==> src/rtl/march_c_bist.sv <==
module march_c_bist #(
  parameter int ADDR_W = 4,
  parameter int DATA_W = 16
) (
  input  logic              clk,
  input  logic              rst_n,
  input  logic              start,
  output logic [ADDR_W-1:0] mem_addr,
  output logic [DATA_W-1:0] mem_wdata,
  output logic              mem_we,
  output logic              mem_re,
  input  logic [DATA_W-1:0] mem_rdata,
  output logic              rd_valid,
  output logic              rd_fail,
  output logic [ADDR_W-1:0] fail_addr,
  output logic              fail_sticky,
  output logic              done
);

  localparam logic [ADDR_W-1:0] ADDR_MAX = '1;
  localparam logic [DATA_W-1:0] BG_EVEN  = {(DATA_W/2){2'b01}};
  localparam logic [2:0]        E_LAST   = 3'd5;

  logic              running, slot, rd_pend, last_q, done_q, sticky_q;
  logic [2:0]        elem;
  logic [ADDR_W-1:0] addr, raddr_q;
  logic [DATA_W-1:0] exp_q;

  logic              two_op, desc, pol_r, pol_w, is_read, is_write;
  logic              addr_end, step_addr, idle, accept;
  logic [DATA_W-1:0] bg;

  assign two_op   = (elem >= 3'd1) && (elem <= 3'd4);
  assign desc     = (elem == 3'd3) || (elem == 3'd4);
  assign pol_r    = (elem == 3'd2) || (elem == 3'd4);
  assign pol_w    = (elem == 3'd1) || (elem == 3'd3);
  assign is_read  = running && ((two_op && !slot) || elem == E_LAST);
  assign is_write = running && ((two_op && slot) || elem == 3'd0);
  assign addr_end = desc ? (addr == '0) : (addr == ADDR_MAX);
  assign step_addr = !two_op || slot;
  assign bg       = BG_EVEN ^ {DATA_W{addr[0]}};
  assign idle     = !running && !rd_pend;
  assign accept   = start && idle;

  assign mem_addr  = addr;
  assign mem_wdata = bg ^ {DATA_W{pol_w}};
  assign mem_we    = is_write;
  assign mem_re    = is_read;

  assign rd_valid    = rd_pend;
  assign rd_fail     = rd_pend && (|(mem_rdata ^ exp_q));
  assign fail_addr   = raddr_q;
  assign fail_sticky = sticky_q;
  assign done        = done_q;

  always_ff @(posedge clk or negedge rst_n) begin
    if (!rst_n) begin
      running <= 1'b0;
      elem    <= '0;
      slot    <= 1'b0;
      addr    <= '0;
    end else if (accept) begin
      running <= 1'b1;
      elem    <= '0;
      slot    <= 1'b0;
      addr    <= '0;
    end else if (running) begin
      if (!step_addr) begin
        slot <= 1'b1;
      end else begin
        slot <= 1'b0;
        if (!addr_end) begin
          addr <= desc ? addr - 1'b1 : addr + 1'b1;
        end else if (elem == E_LAST) begin
          running <= 1'b0;
        end else begin
          elem <= elem + 3'd1;
          addr <= (elem == 3'd2 || elem == 3'd3) ? ADDR_MAX : '0;
        end
      end
    end
  end

  always_ff @(posedge clk or negedge rst_n) begin
    if (!rst_n) begin
      rd_pend  <= 1'b0;
      last_q   <= 1'b0;
      done_q   <= 1'b0;
      sticky_q <= 1'b0;
      exp_q    <= '0;
      raddr_q  <= '0;
    end else begin
      rd_pend <= is_read;
      last_q  <= is_read && elem == E_LAST && addr_end;
      done_q  <= rd_pend && last_q;
      if (is_read) begin
        exp_q   <= bg ^ {DATA_W{pol_r}};
        raddr_q <= addr;
      end
      if (accept)       sticky_q <= 1'b0;
      else if (rd_fail) sticky_q <= 1'b1;
    end
  end


  one_op_chk: assert property (@(posedge clk) disable iff (!rst_n)
    !(mem_we && mem_re));

  valid_follows_read_chk: assert property (@(posedge clk) disable iff (!rst_n)
    mem_re |=> rd_valid);

  fail_needs_valid_chk: assert property (@(posedge clk) disable iff (!rst_n)
    rd_fail |-> rd_valid);

  fail_sets_sticky_chk: assert property (@(posedge clk) disable iff (!rst_n)
    rd_fail |=> fail_sticky);

  sticky_hold_chk: assert property (@(posedge clk) disable iff (!rst_n)
    (fail_sticky && !start) |=> fail_sticky);

  done_pulse_chk: assert property (@(posedge clk) disable iff (!rst_n)
    done |=> !done);

  done_quiet_chk: assert property (@(posedge clk) disable iff (!rst_n)
    done |-> (!mem_we && !mem_re && !rd_valid));

endmodule

==> config.mk <==
export PLATFORM = sky130hd
export DESIGN_NAME = march_c_bist
export DESIGN_NICKNAME = d
export VERILOG_FILES = /design/src/rtl/march_c_bist.sv
export SDC_FILE = /design/constraint.sdc
export NUM_CORES = 1
export LEC_CHECK = 0
export BUFFER_PORTS_ARGS = -buffer_cell sky130_fd_sc_hd__buf_2
export CAP_MARGIN = 20
export CORE_MARGIN = 2
export CORE_UTILIZATION = 30
export CTS_CLUSTER_DIAMETER = 200
export DETAILED_ROUTE_END_ITERATION = 12
export PLACE_DENSITY_LB_ADDON = 0.25
export REMOVE_ABC_BUFFERS = 1
export SLEW_MARGIN = 20
export SYNTH_ARGS = -nofsm -noshare
export SYNTH_HDL_FRONTEND = slang
export SYNTH_SLANG_ARGS = --single-unit
export TNS_END_PERCENT = 30
==> constraint.sdc <==
create_clock -name clk -period 3.95 [get_ports clk]
set_clock_uncertainty 0.05 [all_clocks]
set_input_delay 0.79 -clock clk [delete_from_list [all_inputs] [get_ports clk]]
set_output_delay 0.79 -clock clk [all_outputs]
set_load 0.05 [all_outputs]
==> impl_metrics.yaml <==
status:
  status: "complete, no violations"
yosys:
  yosys.cell_count.top_type: "sky130_fd_sc_hd__dfrtp_1"
  synth-seq-area-share_pct: 36.89
  post_synth_inst_count: 137
  yosys.area.top_type: "sky130_fd_sc_hd__dfrtp_1"
  yosysWarningCount: 0
  synth-edff-count: 0
  netlist_area_um2: 1289
  synth.top_cells.by_count: "sky130_fd_sc_hd__dfrtp_1 (19), sky130_fd_sc_hd__buf_4 (14), sky130_fd_sc_hd__inv_1 (11), sky130_fd_sc_hd__a21oi_1 (8), sky130_fd_sc_hd__nand2_1 (8)"
  post_synth_num_cell_types: 39
  yosys.area.top_type_share_pct: 36.89
  synth_flop_cell: "sky130_fd_sc_hd__dfrtp_1"
  synth.top_cells.by_area: "sky130_fd_sc_hd__dfrtp_1 (37%), sky130_fd_sc_hd__buf_4 (8.2%), sky130_fd_sc_hd__ha_1 (6.8%), sky130_fd_sc_hd__mux2_2 (3.5%), sky130_fd_sc_hd__inv_1 (3.2%)"
  synth_seq_cells: 19
  syn_avg_cell_area_um2: 9.407
  synth-async-reset-ratio_pct: 100.0
routing:
  route.final.wire_length_mm: 2.750
  route.detailed.drc: 0
  vias_per_cell: 4.879
  route.antenna.remaining_nets: 0
  wire_length_per_cell_um: 12.33
  first_iter_violations: 29
  route.vias.total: 1088
  drt_first_pass_iters: 4
grt:
  grt_start_max_net_pins: 20
  global_route_wire_length_before_repair_mm: 4.747
  initial_antenna_violation_count: 0
  grt_usage_pct: 11.80
  globalRoute.totalOverflow: 0
  first_global_vias: 1064
floorplan:
  floorplan.die_area_um2: 4836
  placement_rows: 23
  width_of_the_die_um: 69.54
  io_pins: 49
  floorplan.initialDensity_pct: 31.76
  floorplan.core_area_um2: 4058
  die_height_um: 69.54
clock_tree:
  number_of_buffers_added_by_the_clock_tree_synthesis_step: 3
  insertion_delay_ns: 0.25
  clock_tree.root_cell: "sky130_fd_sc_hd__clkbuf_8"
  post_cts_setup_buffer_count: 0
  max-clock-path-buffers: 2
  clock_sink_count: 19
  cts.reportedPaths.clkPinSlew_ns: 0.07
  cts_repair_resize_count: 0
  cts_hold_buffers: 0
  cts_tree: "built"
  htree_num_levels: 1
placed_design:
  hpwl_mm: 2.140
  gpl.final_weighted_congestion: 0.8874
  portBuffers: 48
  dp_slack_ns: 1.171
  postPlaceCellArea_um2: 1471
setup_path:
  cp_cell_sequence: "inv_1 > ha_1 > nor3_1 > o21ai_0 > nand3_1 > inv_1 > buf_2"
  slowest_stage: "sky130_fd_sc_hd__dfrtp_1"
  worst_path_largest_cell_delay_ns: 0.45
  cp.buffers_inverters: 3
  flop_to_flop_setup_slack_ns: 1.40
  timing.critical_path.from_type: "register"
  critical_path_arrival_ns: 2.14
  cp.required_ns: 3.11
  critPathMaxFanout: 8
  cp_top_family: "buffers and inverters"
  worstSetupEndpointType: "primary output"
  cell_occurring_most_often_along_the_worst_timing_path: "sky130_fd_sc_hd__inv_1"
  critPathKind: "reg2out"
layout:
  fill_cells: 415
  count_of_nets_after_finishing: 201
  post-route-cell-area_um2: 1516
  antennaDiodeCount: 0
  proportion_of_layout_cells_with_a_drive_suffix_above_1_pct: 34.68
  area_growth_pct: 17.67
  fin_util_pct: 37.37
timing:
  maxClockFrequency_ghz: 0.3358
  period_share_pct: 75.38
  tightestPinTransition_ns: 0.4696
  final-max-slew-violation-count: 0
  layout_min_cycle_time_ns: 2.978
  setup_slack_ns: 0.9724
  maxSlewHeadroom_pct: 68.47
  hold_viol_final: 0
  grt_setup_unrepaired: "false"
  final.hold.worst_slack_ns: 0.4096
  finalSetupViolations: 0
job:
  timing.max_cap.violations: 0
worst_hold_path:
  hold_class: "reg2reg"
[cells in the final DEF, fill, tap and decap left out, types with 2 or more instances in the layout]
| master | Yosys | layout |
|---|---|---|
| sky130_fd_sc_hd__nor4_1 | 5 | 5 |
| sky130_fd_sc_hd__and3_1 | 3 | 3 |
| sky130_fd_sc_hd__and2_1 | 2 | 2 |
| sky130_fd_sc_hd__buf_2 | 0 | 48 |
| sky130_fd_sc_hd__nand3_1 | 3 | 3 |
| sky130_fd_sc_hd__a21oi_1 | 8 | 8 |
| sky130_fd_sc_hd__ha_1 | 7 | 7 |
| sky130_fd_sc_hd__xnor2_1 | 3 | 3 |
| sky130_fd_sc_hd__clkbuf_8 | 0 | 3 |
| sky130_fd_sc_hd__inv_1 | 11 | 11 |
| sky130_fd_sc_hd__nor2b_1 | 2 | 2 |
| sky130_fd_sc_hd__mux2_2 | 4 | 4 |
| sky130_fd_sc_hd__a211oi_1 | 3 | 3 |
| sky130_fd_sc_hd__nand4_1 | 4 | 4 |
| sky130_fd_sc_hd__o21ai_0 | 3 | 3 |
| sky130_fd_sc_hd__nor2_1 | 7 | 7 |
| sky130_fd_sc_hd__nand2_1 | 8 | 8 |
| sky130_fd_sc_hd__dfrtp_1 | 19 | 19 |
| sky130_fd_sc_hd__xor2_1 | 2 | 2 |
| sky130_fd_sc_hd__nor3_1 | 6 | 6 |
| sky130_fd_sc_hd__a21o_1 | 4 | 4 |
[cell type report]
class,instances,area [µm²],share of cell area [%]
flip-flops and latches,19,475.5,31.35
well taps,50,62.56,4.125
repair buffers,48,240.2,15.84
multi-input cells,91,651.9,42.99
inverters,11,41.29,2.723
clock buffers,4,45.04,2.970
[path summary, 6_finish.rpt]
path | to | cells after the start | startpoint
setup reg to reg | mem_addr[3]$_DFFE_PN0P_ | 9 | elem[0]$_DFFE_PN0P_
max in group asynchronous | mem_addr[1]$_DFFE_PN0P_ | 1 | rst_n
hold / removal | done$_DFF_PN0_ | 1 | last_q$_DFF_PN0_
min in group asynchronous | elem[2]$_DFFE_PN0P_ | 1 | rst_n
setup / recovery | mem_re | 7 | elem[1]$_DFFE_PN0P_
hold reg to reg | done$_DFF_PN0_ | 1 | last_q$_DFF_PN0_
[per-layer routing]
layer,wire (µm),GRT usage (%),up-vias
li1,-,-,546
met1,1236,14.72,494
met2,1246,19.34,44
met3,241,3.488,4
met4,27,4.139,0
met5,0,0,-
[flip-flops by register name, summed over array words and instances, names as in the netlist]
name / count
running: 1
last_q: 1
fail_addr: 4
mem_addr: 4
exp_q: 2
elem: 3
rd_valid: 1
slot: 1
fail_sticky: 1
done: 1
[cell families after synthesis]
logic type               share of synthesized area (%)
AND/OR/NAND/NOR                                  18.16
XOR/XNOR                                         3.399
buffers and inverters                            12.52
AO/OA/AOI/OAI                                    15.24
multiplexers                                     5.436
adder cells (fa/ha/maj)                          8.349
flip-flops                                       36.89
[through the flow]
| step | setup TNS, ns | instances |
|---|---|---|
| after floorplan | -111.68 | 121 |
| after global placement | 0 | 219 |
| after detailed placement | 0 | 219 |
| after CTS | 0 | 223 |
| after global routing | 0 | 223 |
| final | 0 | 223 |
Power is left out: the tool's default activity adds up to more than one toggle a clock period on the data nets, which glitch-free logic cannot reach.
